[src/rtl/rng_mmio_pkg.sv]
// Package: shared types, register offsets, bit positions and the generator step.
// Assumes a 32-bit data path; offsets are byte addresses.
package rng_mmio_pkg;

    localparam int unsigned DATA_W   = 32;
    localparam int unsigned NUM_OPS  = 2;
    localparam int unsigned OP_TEST  = 0;   // index equals its command bit
    localparam int unsigned OP_SEED  = 1;

    localparam int unsigned OFS_ID   = 'h00;
    localparam int unsigned OFS_CMD  = 'h04;
    localparam int unsigned OFS_CTL  = 'h08;
    localparam int unsigned OFS_STS  = 'h0C;
    localparam int unsigned OFS_DATA = 'h14;

    localparam int unsigned CMD_SWRST  = 6;
    localparam int unsigned CMD_CLRERR = 5;
    localparam int unsigned CMD_CLRIRQ = 4;

    localparam int unsigned CTL_ERRMSK  = 6;
    localparam int unsigned CTL_DONEMSK = 5;
    localparam int unsigned CTL_AUTO    = 4;

    localparam logic [31:0] ID_WORD   = 32'h1000_0240;
    localparam logic [3:0]  QUEUE_CAP = 4'd5;

    typedef enum logic [1:0] {
        OP_IDLE = 2'd0,
        OP_RUN  = 2'd1,
        OP_DONE = 2'd2
    } op_state_e;

    // One step of the maximal-length 32-bit shift register (taps 32,22,2,1).
    function automatic logic [DATA_W-1:0] gen_step(input logic [DATA_W-1:0] s);
        return {s[DATA_W-2:0], s[31] ^ s[21] ^ s[1] ^ s[0]};
    endfunction

endpackage

[src/rtl/rng_op_seq.sv]
// Module: idle/run/done sequencer for one long-running operation.
// Assumes RUN_CYCLES >= 1. A start always (re)enters the run state with a fresh
// count; an abort drops to idle unless a start arrives in the same cycle.
module rng_op_seq
    import rng_mmio_pkg::*;
#(
    parameter int unsigned RUN_CYCLES = 16
) (
    input  logic      clk,
    input  logic      rst_n,
    input  logic      start_i,
    input  logic      abort_i,
    output op_state_e state_o,
    output logic      finish_o
);
    localparam int unsigned CNT_W = $clog2(RUN_CYCLES + 1);
    localparam logic [CNT_W-1:0] LAST = CNT_W'(RUN_CYCLES - 1);

    op_state_e        st_q;
    logic [CNT_W-1:0] cnt_q;

    // Completion happens on the edge where the last run cycle ends undisturbed.
    assign finish_o = (st_q == OP_RUN) && (cnt_q == LAST) && !start_i && !abort_i;
    assign state_o  = st_q;

    // State and run counter update; start beats abort, abort beats counting.
    always_ff @(posedge clk) begin
        if (!rst_n) begin
            st_q  <= OP_IDLE;
            cnt_q <= '0;
        end else if (start_i) begin
            st_q  <= OP_RUN;
            cnt_q <= '0;
        end else if (abort_i) begin
            st_q  <= OP_IDLE;
            cnt_q <= '0;
        end else if (st_q == OP_RUN) begin
            if (cnt_q == LAST) begin
                st_q  <= OP_DONE;
                cnt_q <= '0;
            end else begin
                cnt_q <= cnt_q + 1'b1;
            end
        end
    end

endmodule

[src/rtl/rng_word_src.sv]
// Module: pseudo-random word source with a free-running edge counter for reseeding.
// Assumes SEED_CONST is nonzero. Reseed takes priority over an advance.
module rng_word_src
    import rng_mmio_pkg::*;
#(
    parameter logic [DATA_W-1:0] SEED_CONST = 32'h6A09_E667
) (
    input  logic              clk,
    input  logic              rst_n,
    input  logic              adv_i,
    input  logic              reseed_i,
    output logic [DATA_W-1:0] word_o
);
    logic [DATA_W-1:0] state_q;
    logic [DATA_W-1:0] tick_q;
    logic [DATA_W-1:0] mix;
    logic [DATA_W-1:0] reload;

    // Reload value: constant mixed with elapsed edges, never all-zero.
    assign mix    = SEED_CONST ^ tick_q;
    assign reload = (mix == '0) ? SEED_CONST : mix;
    assign word_o = state_q;

    // Free-running edge counter since reset release.
    always_ff @(posedge clk) begin
        if (!rst_n) tick_q <= '0;
        else        tick_q <= tick_q + 1'b1;
    end

    // Generator state: reload on reseed, step on data-port read.
    always_ff @(posedge clk) begin
        if (!rst_n)        state_q <= SEED_CONST;
        else if (reseed_i) state_q <= reload;
        else if (adv_i)    state_q <= gen_step(state_q);
    end

endmodule

[src/rtl/rng_irq_hold.sv]
// Module: level interrupt flop; a set in the same cycle as a clear wins.
// Assumes set_i and clr_i are single-cycle request strobes.
module rng_irq_hold (
    input  logic clk,
    input  logic rst_n,
    input  logic set_i,
    input  logic clr_i,
    output logic irq_o
);
    logic irq_q;

    assign irq_o = irq_q;

    // Hold the interrupt level between set and clear requests.
    always_ff @(posedge clk) begin
        if (!rst_n)     irq_q <= 1'b0;
        else if (set_i) irq_q <= 1'b1;
        else if (clr_i) irq_q <= 1'b0;
    end

endmodule

[src/rtl/rng_mmio_ctrl.sv]
// Module: register front end of the random word controller.
// Decodes bus writes into commands and control bits, runs the seed and
// self-test sequencers, drives the done interrupt and muxes read data.
// Assumes one access per cycle, reads free of side effects except on the
// data port, and ADDR_W wide enough to hold offset 0x14.
module rng_mmio_ctrl
    import rng_mmio_pkg::*;
#(
    parameter int unsigned       ADDR_W     = 12,
    parameter int unsigned       RUN_CYCLES = 16,
    parameter logic [31:0]       SEED_CONST = 32'h6A09_E667
) (
    input  logic              clk,
    input  logic              rst_n,
    input  logic [ADDR_W-1:0] addr,
    input  logic              wr_en,
    input  logic              rd_en,
    input  logic [31:0]       wdata,
    output logic [31:0]       rdata,
    output logic              irq
);
    localparam logic [ADDR_W-1:0] A_ID   = ADDR_W'(OFS_ID);
    localparam logic [ADDR_W-1:0] A_CMD  = ADDR_W'(OFS_CMD);
    localparam logic [ADDR_W-1:0] A_CTL  = ADDR_W'(OFS_CTL);
    localparam logic [ADDR_W-1:0] A_STS  = ADDR_W'(OFS_STS);
    localparam logic [ADDR_W-1:0] A_DATA = ADDR_W'(OFS_DATA);

    logic                cmd_wr;
    logic                ctl_wr;
    logic                sw_rst;
    logic                clr_req;
    logic [NUM_OPS-1:0]  op_start;
    logic [NUM_OPS-1:0]  op_fin;
    logic [NUM_OPS-1:0]  op_running;
    logic [NUM_OPS-1:0]  op_done;
    op_state_e           op_st [NUM_OPS];
    logic                fin_any;
    logic                busy;
    logic                err_mask_q;
    logic                done_mask_q;
    logic                auto_seed_q;
    logic [DATA_W-1:0]   rand_word;
    logic                unused_wbits;

    // Write decode for the two writable registers.
    assign cmd_wr   = wr_en && (addr == A_CMD);
    assign ctl_wr   = wr_en && (addr == A_CTL);
    assign sw_rst   = cmd_wr && wdata[CMD_SWRST];
    assign clr_req  = (cmd_wr && (wdata[CMD_CLRERR] || wdata[CMD_CLRIRQ])) || sw_rst;
    assign op_start = wdata[NUM_OPS-1:0] & {NUM_OPS{cmd_wr}};
    assign unused_wbits = ^{wdata[31:7], wdata[3:2]};

    // One sequencer per operation; command bit index selects the operation.
    for (genvar g = 0; g < NUM_OPS; g++) begin : g_op
        rng_op_seq #(
            .RUN_CYCLES (RUN_CYCLES)
        ) u_seq (
            .clk      (clk),
            .rst_n    (rst_n),
            .start_i  (op_start[g]),
            .abort_i  (sw_rst),
            .state_o  (op_st[g]),
            .finish_o (op_fin[g])
        );
        assign op_running[g] = (op_st[g] == OP_RUN);
        assign op_done[g]    = (op_st[g] == OP_DONE);
    end

    assign fin_any = |op_fin;
    assign busy    = |op_running;

    // Control bits: loaded by a control write, cleared by either reset.
    always_ff @(posedge clk) begin
        if (!rst_n || sw_rst) begin
            err_mask_q  <= 1'b0;
            done_mask_q <= 1'b0;
            auto_seed_q <= 1'b0;
        end else if (ctl_wr) begin
            err_mask_q  <= wdata[CTL_ERRMSK];
            done_mask_q <= wdata[CTL_DONEMSK];
            auto_seed_q <= wdata[CTL_AUTO];
        end
    end

    rng_word_src #(
        .SEED_CONST (SEED_CONST)
    ) u_src (
        .clk      (clk),
        .rst_n    (rst_n),
        .adv_i    (rd_en && (addr == A_DATA)),
        .reseed_i (op_start[OP_SEED]),
        .word_o   (rand_word)
    );

    rng_irq_hold u_irq (
        .clk   (clk),
        .rst_n (rst_n),
        .set_i (fin_any && !done_mask_q),
        .clr_i (clr_req),
        .irq_o (irq)
    );

    // Read multiplexer; unmapped offsets return zero.
    always_comb begin
        rdata = '0;
        case (addr)
            A_ID:   rdata = ID_WORD;
            A_CMD:  rdata = {30'b0, op_running[OP_SEED], op_running[OP_TEST]};
            A_CTL:  rdata = {25'b0, err_mask_q, done_mask_q, auto_seed_q, 4'b0};
            A_STS:  rdata = {16'b0, QUEUE_CAP, QUEUE_CAP, 1'b0, 1'b1,
                             op_done[OP_SEED], op_done[OP_TEST], 2'b0, busy, !busy};
            A_DATA: rdata = rand_word;
            default: rdata = '0;
        endcase
    end

endmodule

[config.mk]
export PLATFORM = sky130hd
export DESIGN_NAME = rng_mmio_ctrl
export DESIGN_NICKNAME = d
export VERILOG_FILES = /design/src/rtl/rng_mmio_pkg.sv /design/src/rtl/rng_op_seq.sv /design/src/rtl/rng_word_src.sv /design/src/rtl/rng_irq_hold.sv /design/src/rtl/rng_mmio_ctrl.sv
export SDC_FILE = /design/constraint.sdc
export NUM_CORES = 1
export LEC_CHECK = 0
export ABC_AREA = 1
export BUFFER_PORTS_ARGS = -buffer_cell sky130_fd_sc_hd__buf_2
export CORE_MARGIN = 2
export CORE_UTILIZATION = 60
export DETAILED_ROUTE_END_ITERATION = 8
export PLACE_DENSITY = 0.93
export SYNTH_ARGS = -nofsm -noshare
export SYNTH_HDL_FRONTEND = slang
export SYNTH_SLANG_ARGS = --single-unit
[constraint.sdc]
create_clock -name clk -period 3.2 [get_ports clk]
set_clock_uncertainty 0.05 [all_clocks]
set_input_delay 0.32 -clock clk [delete_from_list [all_inputs] [get_ports clk]]
set_output_delay 0.32 -clock clk [all_outputs]
set_load 0.005 [all_outputs]
Word-level counts from Yosys, hierarchy flattened. Index checks and enable logic that the tools add are counted.

Add/sub/neg operators: 3. Bitwise logic cells: 6. Equal/unequal tests: 10. Reduce and logical (&&, ||, !) cells: 37. Mux-type cells: 16.

Operators with widths (number): case mux 32 bit (5 select lines) (1); 2-to-1 mux 32 bit (3); adder 32 x 1 -> 32 bit (second input constant) (1); zero test 32 bit (1); equality test 12 x 4 -> 1 bit (second input constant) (2); inverter 16 bit (1); equality test 12 x 3 -> 1 bit (second input constant) (1); equality test 12 x 5 -> 1 bit (second input constant) (1); logical AND 1 bit (12); zero test 12 bit (1); nonzero test 3 bit (4); adder 5 x 1 -> 5 bit (second input constant) (2); equality test 5 x 4 -> 1 bit (second input constant) (2); 2-to-1 mux 1 bit (10); 2-to-1 mux 5 bit (2); AND reduction 2 bit (4); zero test 1 bit (6); OR reduction 3 bit (2); equality test 2 x 1 -> 1 bit (second input constant) (2); equality test 2 bit (second input constant) (2); nonzero test 2 bit (2); OR reduction 2 bit (2); logical OR 1 bit (3); bitwise XOR 1 bit (3); 2 further kinds (2).

Word-level logic and storage cells: 84. Bits in registers: 82.

Logic depth before layout (Yosys ltp).
Depth after elaboration: 9. Depth in mapped cells: 10. Gate-level depth less buffers: 10.

Hierarchy. Synthesis repeated with hierarchy kept, for this count alone.

Cell total of the unflattened synthesis: 740. Area total of the unflattened synthesis: 4903.5 um^2.

By module, submodules not included: rng_word_src (times used 1, area an instance 3265.6 um^2, cells each 504, sequential area each 1281.2 um^2); rng_mmio_ctrl (times used 1, area an instance 843.3 um^2, cells each 134, sequential area each 60.1 um^2); rng_op_seq (times used 2, area an instance 375.4 um^2, cells each 48, sequential area each 140.1 um^2); rng_irq_hold (times used 1, area an instance 43.8 um^2, cells each 6, sequential area each 20.0 um^2).

Least setup slack after synthesis. Ideal clock, no wire load.

Path kind: input to output. From: in addr[11]. To: out rdata[6]. Cell stages on the path: 6. Arrival time: 1.183 ns. Path buffers: 1. Required time: 2.830 ns. Slack: 1.647 ns. Path through: nor2_1 -> nand2_2 -> nor2_1 -> nand2_1 -> clkbuf_1 -> o2111ai_1.

Word-level cells in the longest chain between the ends: 2. Elaborated cells between the ends (all ways): 6.

RTL lines: start, declared (RTL line rng_mmio_ctrl.sv:15) `input logic [ADDR_W-1:0] addr,`; equality test 12 x 5 -> 1 bit, or another cell as far along (RTL line rng_mmio_ctrl.sv:106) `case (addr)`; case mux 32 bit (5 select lines) * (RTL line rng_mmio_ctrl.sv:106); end, declared (RTL line rng_mmio_ctrl.sv:19) `output logic [31:0] rdata,`.

Every way passes the cells marked *; elsewhere a longest branch is shown, timed or not.

Worst setup path after layout.
From: in addr[9]. To: out rdata[1].

Same word-level chain as after synthesis.

==> impl_metrics.toml <==
[sta]
finalMaxSlewViolations = 0
max_slew_margin_pct = 38.92
rsz0062_at_grt = "false"
hold_viol = 0
fin_crit_sh_pct = 65.76
fmax_mhz = 475.2
setup_slack_ns = 1.096
setup_violations = 0
max_slew.worst_pin.slew_ns = 0.9139
tns_ns = 0
period_needed_ns = 2.104

[floorplanning]
coreArea_um2 = 7214
die_h_um = 89.99
rows = 31
dieArea_um2 = 8098
chipWidth_um = 89.99
start_util_pct = 61.50
ios = 81

[placed_design]
dpl.hpwl_mm = 8.149
gp_congestion = 0.9453
preCtsSetupSlack_ns = 0.8424
io_buffers = 53

[run]
max-cap-violations = 0

[layout]
multi_input_comb_area_um2 = 2276
final_common_cell = "nand2_1"
fillerInstances = 587
layout_common_cells = "nand2_1, inv_1, nor2_1, dfxtp_1, o21ai_0"
syn_to_final_growth_pct = 11.45
final_core_utilization_pct = 68.54
nets = 770
drive_gt1_share_pct = 14.09
n_antenna_cell = 0
seqCellArea_um2 = 1642

[critical_path]
reg2regPathDepth = 9
crit_slowest_cell = "nand4_1"
reg2reg_from = "u_src.tick_q[0]"
cpLargestDelayFamily = "simple AND/OR/NAND/NOR gates"
crit_path_frequent_cell = "buf_2"
reg2reg_to = "u_src.word_o[19]"
arrival_ns = 1.73
cp-start-kind = "primary input"
slowest_delay_ns = 0.39
path_buf_inv = 2
end_kind = "primary output"
reg2reg_slack_ns = 1.20
path_max_fanout = 9
critPathKind = "primary input to primary output"
worstPathRequired_ns = 2.83
crit_chain = "buf_2, nor2_1, nand2_2, nor2_8, nand4_1, o221ai_1, buf_2"

[drt]
postRouteAntennaNets = 0
wirelength_mm = 11.42
drt_pass1_iterations = 5
drc = 0
vias = 4489
drt-initial-drc-count = 407
post_drt_wl_per_cell_um = 13.88
vias_per_cell = 5.454

[logic_synthesis]
synth_compound_area_share_pct = 17.37
synth_cells = 674
yosys.area_share.xor_xnor_pct = 2.369
synthAdderAreaFrac_pct = 0.8460
avgSynthCellArea_um2 = 6.583
synth.largest_area_cell = "dfxtp_1"
synth.distinct_cells = 39
ys_seq_area_share_pct = 37.00
yosysWarningCount = 0
syn_area_um2 = 4437
synth-simple-area-share_pct = 30.71
synth-edff-count = 0
synth_fp_nets = 725
synth_ff_type = "dfxtp_1"
synth-seq-cells = 82
synth_top_family_by_area = "simple AND/OR/NAND/NOR gates"
synth.area.mux_share_pct = 0
synth_area_leaders = "dfxtp_1, nand2_1, inv_1, o21ai_0, nor2_1"
synth.top_cell.area_share_pct = 37.00
ys_async_sr_fraction_pct = 0

[outcome]
run_status = "finished, final reports clean"

[hold_path]
hp-class = "primary input to register"
min_to = "done_mask_q"
hold_depth = 3
worstHoldStart = "wdata[5]"

[global_route]
grt_pass1_vias = 4231
antenna_found_initial = 0
grt_overflow = 0
grt_max_degree = 50
grt.total_usage_pct = 28.73
grt_pass1_wl_mm = 19.23

[clock_network]
clk_latency_ns = 0.37
cts_made_buffers = 9
cts_sinks = 82
h-tree-depth = 3
cts_setup_buffers = 0
cts_tree = "done"
root_buffer = "clkbuf_8"
clk_pin_slew_ns = 0.09
holdBufCountCts = 0
ctsResizeCount = 0
clock_path_buffers = 2

[power]
leakage_nw = 2.169
power.total_w = 0.001877
powerDensity_nw_per_um2 = 379.6
ir_drop_v = 0.0002890
Yosys cell counts (all sizes together), types with 2 or more instances:
cell type / n
a21oi: 41
a22oi: 2
buf: 9
clkbuf: 14
clkinv: 2
dfxtp: 82
ha: 3
inv: 103
nand2: 126
nand3: 44
nand3b: 2
nand4: 12
nor2: 95
nor3: 20
o21ai: 97
o221ai: 4
or2: 2
xnor2: 3
xor2: 9
final cells by class:
cell class,count,share of cell area [%]
Sequential cell,82,33.20
Timing Repair Buffer,57,5.972
Tap cell,99,2.505
Clock inverter,6,1.442
Multi-Input combinational cell,464,46.03
Clock buffer,10,2.783
Inverter,105,8.072
worst max-delay path by stage:
stage	endpoint	slack [ns]	cells after the start	from
final	rdata[1]	1.10	7	addr[9]
after global routing	u_src.word_o[13]	0.98	9	addr[9]
after CTS	rdata[1]	1.13	7	g_op[1].u_seq.state_o[0]
after detailed placement	u_src.word_o[16]	0.84	9	addr[9]
after global placement	u_src.word_o[30]	0.92	9	addr[11]
after floorplan	rdata[6]	1.65	6	addr[11]
cells by family after synthesis:
kind of cell,after synthesis
and+or+nand+nor,301
AOI/OAI and AO/OA,148
buffers and inverters,128
DFF,82
xor gates and xnor gates,12
adders and majority gates,3
where the power goes:
group / total [W] / switching, W / internal (W)
sequential: 0.00103 / 0.00000250 / 0.00102
combinational: 0.0000569 / 0.0000381 / 0.0000187
clock: 0.000795 / 0.000405 / 0.000390
layer usage:
metal  vias up  share of wire [%]  track usage (%)  wire length [um]
li1       2267                  -                -                 -
met5         -                  0                0                 0
met2       194                 46            48.36              5294
met3        29                7.8            6.957               891
met1      1999                 43            35.46              4951
met4         0                2.5            11.67               284
per-stage QoR:
| stage | hold WS, ns | instance area [um^2] | std cells |
|---|---|---|---|
| after global placement | 0.3833 | 4736 | 807 |
| after floorplan | 0.3733 | 4437 | 674 |
| after detailed placement | 0.3967 | 4736 | 807 |
| final | 0.1556 | 4945 | 823 |
| after global routing | 0.1812 | 4945 | 823 |
| after CTS | 0.1537 | 4945 | 823 |
sequential cells by signal, indices dropped and copies added, names as in the netlist:
register            flops
u_src.word_o           32
done_mask_q             1
u_irq.irq_o             1
auto_seed_q             1
g_op.u_seq.cnt_q       10
err_mask_q              1
u_src.tick_q           32
g_op.u_seq.state_o      4
worst min-delay path, cell delays in order:
cell	delay, ns
buf_2	0.09
nor2_1	0.04
nor2_1	0.09
Power figures use the tool's default switching activity.
